## src/rtl/hp_pkg.sv

```systemverilog
package hp_pkg;
    localparam int SLOTS  = 32;
    localparam int DATA_W = 32;
    localparam int ADDR_W = 5;

    typedef enum logic [1:0] {
        EV_COLD   = 2'd0,
        EV_PLUG   = 2'd1,
        EV_UNPLUG = 2'd2,
        EV_NONE   = 2'd3
    } ev_kind_e;

    typedef enum logic [2:0] {
        REG_INS,
        REG_REM,
        REG_EJECT,
        REG_RMV,
        REG_SEL,
        REG_NONE
    } reg_e;
endpackage

```

## src/rtl/hp_addr_decode.sv

```systemverilog
module hp_addr_decode
    import hp_pkg::*;
(
    input  logic [ADDR_W-1:0] addr,
    input  logic              legacy,
    output reg_e              reg_sel
);
    localparam logic [ADDR_W-1:0] WIN_NORMAL = ADDR_W'(20);
    localparam logic [ADDR_W-1:0] WIN_LEGACY = ADDR_W'(15);

    logic [ADDR_W-1:0] win;

    always_comb begin
        win = legacy ? WIN_LEGACY : WIN_NORMAL;
        reg_sel = REG_NONE;
        if (addr < win && addr[1:0] == 2'b00) begin
            unique case (addr[4:2])
                3'd0:    reg_sel = REG_INS;
                3'd1:    reg_sel = REG_REM;
                3'd2:    reg_sel = REG_EJECT;
                3'd3:    reg_sel = REG_RMV;
                3'd4:    reg_sel = REG_SEL;
                default: reg_sel = REG_NONE;
            endcase
        end
    end
endmodule

```

## src/rtl/hp_lowbit.sv

```systemverilog
module hp_lowbit #(
    parameter int W = 32
) (
    input  logic [W-1:0] vec,
    output logic [W-1:0] onehot,
    output logic         any
);
    assign onehot = vec & (~vec + W'(1));
    assign any    = |vec;
endmodule

```

## src/rtl/hp_status_bank.sv

```systemverilog
module hp_status_bank
    import hp_pkg::*;
#(
    parameter int NUM_BUS = 4,
    localparam int BUS_W  = (NUM_BUS > 1) ? $clog2(NUM_BUS) : 1
) (
    input  logic                       clk,
    input  logic                       rst_n,
    input  logic                       warm_rst,
    input  logic                       legacy_mode,
    input  logic                       req_valid,
    input  logic                       req_write,
    input  logic                       req_full,
    input  logic [ADDR_W-1:0]          req_addr,
    input  logic [DATA_W-1:0]          req_wdata,
    output logic                       rd_valid,
    output logic [DATA_W-1:0]          rd_data,
    input  logic                       ev_valid,
    input  logic [BUS_W-1:0]           ev_bus,
    input  logic [4:0]                 ev_slot,
    input  logic [1:0]                 ev_kind,
    input  logic [NUM_BUS*SLOTS-1:0]   fixed_mask,
    output logic [SLOTS-1:0]           eject_strobe,
    output logic [BUS_W-1:0]           eject_bus
);
    localparam logic [BUS_W-1:0] LAST_BUS = BUS_W'(NUM_BUS - 1);
    localparam logic [BUS_W:0]   NB_EXT   = (BUS_W + 1)'(NUM_BUS);

    typedef struct packed {
        logic [NUM_BUS-1:0][SLOTS-1:0] ins;
        logic [NUM_BUS-1:0][SLOTS-1:0] rem;
        logic [NUM_BUS-1:0][SLOTS-1:0] rmv;
        logic [DATA_W-1:0]             sel;
        logic                          flushing;
        logic [BUS_W-1:0]              fbus;
        logic                          rvalid;
        logic [DATA_W-1:0]             rdata;
        logic [SLOTS-1:0]              ej;
        logic [BUS_W-1:0]              ejbus;
    } state_t;

    state_t q, d;

    logic [NUM_BUS-1:0][SLOTS-1:0] fixed_arr;
    reg_e                          dec_reg;
    logic [SLOTS-1:0]              wr_oh, fl_oh, ev_oh;
    logic                          wr_any, fl_any;
    logic                          sel_ok, ev_ok;
    logic [BUS_W-1:0]              sel_idx;

    assign fixed_arr = fixed_mask;
    assign sel_ok    = (q.sel < DATA_W'(NUM_BUS));
    assign sel_idx   = q.sel[BUS_W-1:0];
    assign ev_ok     = ev_valid && ({1'b0, ev_bus} < NB_EXT);
    assign ev_oh     = SLOTS'(1) << ev_slot;

    hp_addr_decode u_dec (
        .addr    (req_addr),
        .legacy  (legacy_mode),
        .reg_sel (dec_reg)
    );

    hp_lowbit #(.W(SLOTS)) u_wr_low (
        .vec    (req_wdata),
        .onehot (wr_oh),
        .any    (wr_any)
    );

    hp_lowbit #(.W(SLOTS)) u_fl_low (
        .vec    (q.rem[q.fbus]),
        .onehot (fl_oh),
        .any    (fl_any)
    );

    always_comb begin
        d       = q;
        d.rvalid = req_valid && !req_write;
        d.rdata  = '0;
        d.ej     = '0;
        d.ejbus  = '0;

        if (q.flushing) begin
            // pending removals first, then the removable mask, bus by bus
            if (fl_any) begin
                d.ins[q.fbus] = q.ins[q.fbus] & ~fl_oh;
                d.rem[q.fbus] = q.rem[q.fbus] & ~fl_oh;
                d.ej          = fl_oh;
                d.ejbus       = q.fbus;
            end else begin
                d.rmv[q.fbus] = ~fixed_arr[q.fbus];
                if (q.fbus == LAST_BUS) begin
                    d.flushing = 1'b0;
                end else begin
                    d.fbus = q.fbus + BUS_W'(1);
                end
            end
        end else if (req_valid && req_full && !warm_rst) begin
            if (req_write) begin
                unique case (dec_reg)
                    REG_EJECT: begin
                        if (sel_ok && wr_any) begin
                            d.ins[sel_idx] = q.ins[sel_idx] & ~wr_oh;
                            d.rem[sel_idx] = q.rem[sel_idx] & ~wr_oh;
                            d.ej           = wr_oh;
                            d.ejbus        = sel_idx;
                        end
                    end
                    REG_SEL: d.sel = req_wdata;
                    default: ;
                endcase
            end else if (sel_ok) begin
                unique case (dec_reg)
                    REG_INS: begin
                        d.rdata = q.ins[sel_idx];
                        if (!legacy_mode) d.ins[sel_idx] = '0;
                    end
                    REG_REM: d.rdata = q.rem[sel_idx];
                    REG_RMV: d.rdata = q.rmv[sel_idx];
                    REG_SEL: d.rdata = q.sel;
                    default: d.rdata = '0;
                endcase
            end
        end

        // events are applied last so they win over same-cycle clears
        if (ev_ok) begin
            if (ev_kind == EV_PLUG)   d.ins[ev_bus] = d.ins[ev_bus] | ev_oh;
            if (ev_kind == EV_UNPLUG) d.rem[ev_bus] = d.rem[ev_bus] | ev_oh;
        end

        if (warm_rst) begin
            d.flushing = 1'b1;
            d.fbus     = '0;
        end
    end

    always_ff @(posedge clk or negedge rst_n) begin
        if (!rst_n) begin
            q          <= '0;
            q.flushing <= 1'b1;
        end else begin
            q <= d;
        end
    end

    assign rd_valid     = q.rvalid;
    assign rd_data      = q.rdata;
    assign eject_strobe = q.ej;
    assign eject_bus    = q.ejbus;

    a_r5_strobe_onehot: assert property (@(posedge clk) disable iff (!rst_n)
        $onehot0(eject_strobe));

    a_r5_strobe_source: assert property (@(posedge clk) disable iff (!rst_n)
        (eject_strobe != '0) |-> $past(q.flushing || (req_valid && req_write)));

    a_r1_rvalid_follows_read: assert property (@(posedge clk) disable iff (!rst_n)
        rd_valid |-> $past(req_valid && !req_write));

    a_r1_eject_reads_zero: assert property (@(posedge clk) disable iff (!rst_n)
        (req_valid && !req_write && req_addr == ADDR_W'(8)) |=> (rd_data == '0));

    a_r8_legacy_sel_hidden: assert property (@(posedge clk) disable iff (!rst_n)
        (legacy_mode && req_valid && !req_write && req_addr == ADDR_W'(16)) |=> (rd_data == '0));

    a_r11_flush_reads_zero: assert property (@(posedge clk) disable iff (!rst_n)
        (q.flushing && req_valid && !req_write) |=> (rd_data == '0));

    a_r10_rmv_only_in_flush: assert property (@(posedge clk) disable iff (!rst_n)
        !q.flushing |=> $stable(q.rmv));
endmodule

```

## config.mk

```make
export PLATFORM = sky130hd
export DESIGN_NAME = hp_status_bank
export DESIGN_NICKNAME = d
export VERILOG_FILES = /design/src/rtl/hp_pkg.sv /design/src/rtl/hp_addr_decode.sv /design/src/rtl/hp_lowbit.sv /design/src/rtl/hp_status_bank.sv
export SDC_FILE = /design/constraint.sdc
export NUM_CORES = 2
export LEC_CHECK = 0
export BUFFER_PORTS_ARGS = -buffer_cell sky130_fd_sc_hd__buf_2
export CAP_MARGIN = 0
export CORE_MARGIN = 1
export CORE_UTILIZATION = 38
export DETAILED_ROUTE_END_ITERATION = 8
export PLACE_DENSITY = 0.52
export SLEW_MARGIN = 20
export SYNTH_ARGS = -nofsm -noshare
export SYNTH_HDL_FRONTEND = slang
export SYNTH_SLANG_ARGS = --single-unit
```

## constraint.sdc

```tcl
create_clock -name clk -period 6.4 [get_ports clk]
set_input_delay 0.64 -clock clk [delete_from_list [all_inputs] [get_ports clk]]
set_output_delay 0.64 -clock clk [all_outputs]
set_load 0.02 [all_outputs]
```

Word level (Yosys, flattened, before mapping). Index checks and enable logic that the tools add are counted.

Register bits: 486. Input port bits: 182. Word-level logic and storage cells: 140.

Add/subtract/negate cells: 3. Magnitude comparators: 8. Equality and inequality tests: 13. Shift-type cells: 1. Muxes and demuxes: 60. Bitwise operators: 17. Reduce and logical (&&, ||, !) cells: 19.

Operators with widths (number): $mux W256 (6); $bwmux W128 (7); $mux W128 (7); $bmux W32 S2 (8); $mux W32 (14); $and A32 B32 Y32 (6); $demux W32 S2 (3); $mux W34 (5); $not A32 Y32 (5); $and A128 B128 Y128 (1); $not A128 Y128 (1); $pmux W32 S4 (1); $mux W66 (1); $add A32 B1 Y32 const B (2); $or A32 B32 Y32 (2); $reduce_or A32 Y1 (2); $lt A32 B3 Y1 const B (1); $shl A1 B5 Y32 const A (1); $pmux W3 S5 (1); $eq A3 B2 Y1 const B (4); $mux W3 (4); $lt A2 B3 Y1 const B (3); $logic_and A1 B1 Y1 (8); $eq A3 B1 Y1 const B (2); 18 further kinds (26).

Depth between registers and ports, before layout.
Depth in word-level cells: 18. Gate-level depth with buffers: 14. Depth with buffers taken out: 9.

Modules after synthesis. Synthesis repeated with hierarchy kept, for this count alone.

Cell total of the unflattened synthesis: 3338. Area, all modules: 31496.5 µm².

Modules (own cells, without submodules): hp_status_bank (times used 1, cells each 3165, area an instance 30396.7 µm², seq. area each 12162.9 µm²); hp_lowbit (times used 2, cells each 80, area an instance 498.0 µm², seq. area each 0.0 µm²); hp_addr_decode (times used 1, cells each 13, area an instance 103.8 µm², seq. area each 0.0 µm²).

Worst setup path after synthesis. Ideal clock, no wire load.

Kind: register to register. Start: register q[67] (netlist name). End: register q[312] (netlist name). Data arrival time: 3.560 ns. Required time: 6.313 ns. Setup slack: 2.753 ns. Cell stages (with the launch flop): 15. Path buffers: 7. Clock period less this slack: 3.647 ns. Cells stage by stage: dfrtp_1 -> buf_6 -> buf_12 -> buf_6 -> buf_2 -> clkbuf_1 -> buf_1 -> inv_1 -> ha_1 -> nand2_1 -> a31oi_1 -> a21oi_1 -> buf_2 -> a32oi_1 -> o211ai_1.

RTL lines: from (decl) (line hp_status_bank.sv:42) `state_t q, d;`.

==> summary.txt <==
Die
  – Initial Utilization: 0.386
  – Site row count: 103
  – Die span in x: between 200 and 300 um
  – Full die area: slightly above 0.08 sq mm
  – Core Area: roughly 0.080 sq mm
  – Ports: 249
  – Die H: 286 um

Synthesis
  – Post-synthesis register bit count: ~490
  – Largest area contributor in the synthesized netlist: dfrtp_1
  – Post-synth top area share: 0.395
  – Synth area leaders: dfrtp_1 40%, mux4_2 14%, nand2_1 4.7%, o22ai_1 4.6%, nor2_1 3.8%
  – FFs w/ async S/R, synth: 1.00
  – Number of enable flip-flop cells after synthesis: 0
  – Cell variety after synth: 91
  – Yosys warnings: 0
  – Mean Syn Cell Area: 9.70 sq um
  – Syn_nets: roughly 3400
  – Post-Syn Area: 0.0307 sq mm
  – Ys flop type: dfrtp_1
  – Sequential area share after synthesis: 0.396
  – Synth Instances: roughly 3200

Global route
  – Grt total ovfl: 0
  – Largest net degree at the start of global routing: 179
  – Gr usage total: 0.383
  – First-pass GRT wire length: 225000 um
  – Initial antenna violation count: 10
  – Number of global-route vias before repair: approximately 30000

Finish
  – Most common cell after layout, fill and taps aside: dfrtp_1
  – Most frequent cells in the layout: 481 x dfrtp_1, 381 x nand2_1, 313 x nor2_1, 247 x buf_2, 227 x o22ai_1
  – Fillers: ~7600
  – P&R area growth vs syn: 13.5%
  – Layout cell share with drive strength beyond 1: 0.231
  – Finished Layout Cells: between 4000 and 5000
  – Final core utilization: 0.438
  – Design Area, Final: approximately 0.035 sq mm
  – Final net count: 3466

Clock tree
  – CTS Root Cell: clkbuf_16
  – CTS clk-pin slew, worst paths: 60 ps
  – CTS-repair resized insts: 0
  – Maximum root-to-sink buffer count: 3
  – CTS tree: done
  – CTS Hold Buffers Added: 0
  – Post-CTS Setup Bufs: 0
  – Clock latency on the worst-skew pair: 670 ps
  – Num Clock Sinks: 486
  – TritonCTS buffer count: 60
  – CTS H-Tree Depth: 2

Timing
  – Fin Clk Skew: between 20 and 25 ps
  – Setup violators final: 0
  – RSZ-0062 raised after global routing: false
  – Setup TNS Final: 0 ps
  – Slew HR: 0.0822
  – Final min period: 4960 ps
  – Max-slew violations: 0
  – Final hold slack: 5.77 ps
  – Worst slew pin tran: approximately 1400 ps
  – Worst Slack Setup Final: 1440 ps
  – Period utilization: 0.775
  – Fin. Hold Viols: 0
  – Peak Freq: ~200 MHz

Worst setup path
  – Critical-path top delay cell: o31a_1
  – Crit. End Element: register
  – Worst Setup Start Kind: register
  – CP cell instances: buf_4 -> buf_4 -> mux4_2 -> nor4_2 -> nand4_4 -> o31a_1 -> buf_4 -> or3_1 -> o21ai_1 -> o22ai_1
  – Max FO, Critical Path: 19
  – Critical path arrival: around 5500 ps
  – Setup CP Type: register to register
  – CP Buf/Inv Count: 3
  – Critical Path RT: 6910 ps
  – Most used cell, CP: buf_4
  – CP startpoint: q[67]$_DFFE_PN0P_
  – Critical path's largest stage delay: 800 ps
  – Worst r2r src: q[67]$_DFFE_PN0P_
  – Cell family with the largest share of critical-path delay: simple AND/OR/NAND/NOR gates

Route
  – Iter 0 DRT Violations: around 4600
  – Post-route ant nets: 0
  – Via count of the routed design: slightly above 30000
  – Detailed Routing Iterations Pass 1: 8
  – Routed wire per std cell: around 37 um
  – Via density per instance: 7.04
  – DRC viols: 0
  – DRT Wirelength: around 160000 um

Run status
  – Status: finished clean

Pwr
  – Pwr Density: approximately 480 mW/mm^2
  – Clock Power Share: 0.218
  – Internal power: slightly below 9 mW
  – Sw Pwr: 7.93 mW
  – Seq pwr share: 0.287
  – P_leak: 13.5 nW
  – Final Power: between 15 and 20 mW
  – Sw frac: 0.474
  – Gate power share: 0.494
  – VDD IR-drop max: 0.462 mV

Place
  – Inst Count DP: roughly 4300
  – Global placement routability congestion: ~1
  – Placed inst area: 0.0328 sq mm
  – Post-detail-place hpwl: between 100000 and 150000 um
  – IO Port Bufs: ~250
  – Placement Setup Slack: 1450 ps

Min path
  – Hold crit path type: input port to asynchronous set/reset pin

Job
  – Maxcap violations: 0
-- power groups by stage --
stage | combinational (mW) | sequential, mW | clock (mW)
global placement | 7.80 | 4.74 | 0
finish | 8.26 | 4.80 | 3.65
global route | 8.55 | 4.87 | 3.80
floorplan | 5.16 | 4.47 | 0
detailed placement | 7.95 | 4.79 | 0
CTS | 7.96 | 4.74 | 3.69
-- flip-flops by register name (all words and copies together) (netlist names) --
| signal | cells |
|---|---|
| q | 419 |
| rd_valid | 1 |
| eject_bus | 2 |
| rd_data | 32 |
| eject_strobe | 32 |
-- layout make-up --
cell class,count,area (sq um),share of cell area
Timing Repair Buffer,365,2170,0.0623
Sequential cell,486,12200,0.349
Multi-Input combinational cell,2329,17000,0.487
Inverter,35,131,0.00377
Clock buffer,85,1760,0.0504
Clock inverter,26,323,0.00926
Tap cell,1050,1310,0.0377
Antenna cell,1,2.50,0.0000718
-- cells by family after synthesis --
kind of cell	after synthesis	share of synthesized area
simple gates	1071	0.160
compound gates	999	0.222
flops	486	0.396
buf+inv	353	0.0556
mux	251	0.163
fa+ha+maj	7	0.00285
xor+xnor	1	0.000285
-- cell usage after synthesis, types with 7 or more instances --
cell and instances:
a221o_1 57, a211oi_1 38, mux4_2 187, mux2i_1 11, dfrtp_1 485, o221ai_1 21
or3_1 12, ha_1 7, buf_4 70, a31oi_1 33, or4_1 7, and3_1 35
and2_1 41, o32ai_1 9, nor2b_1 25, o21a_1 8, clkbuf_1 158, a21o_1 9
a221oi_1 71, a21oi_1 218, o31ai_1 11, inv_1 34, nor2_1 315, a22oi_1 35
o211ai_1 22, nand4_1 28, a211o_1 33, nand2b_1 11, buf_1 25, mux2_2 48
nand3_1 63, o22ai_1 227, nor3_1 75, o31a_1 11, nor4_1 20, buf_2 60
nor3b_1 8, a21boi_0 10, nand2_1 387, o21ai_0 118
-- path summary, 6_finish.rpt --
check | cells after the start | slack (ps) | to
hold / removal | 1 | 6 | q[392]$_DFF_PN0_
min in group clk | 2 | 240 | q[82]$_DFFE_PN0P_
setup reg to reg | 10 | 1440 | q[431]$_DFF_PN0_
hold reg to reg | 2 | 500 | q[240]$_DFF_PN0_
max in group asynchronous | 2 | 4410 | q[68]$_DFFE_PN0P_
setup / recovery | 10 | 1440 | q[431]$_DFF_PN0_
-- routing by layer --
layer	part of all wire	track usage	routed length (um)	vias to the layer above
li1	-	-	-	12352
met1	0.38	0.498	60300	15496
met2	0.44	0.569	69900	2360
met3	0.11	0.0847	17300	598
met4	0.078	0.261	12400	6
met5	0.00028	0	44	-
Power figures use the tool's default switching activity.
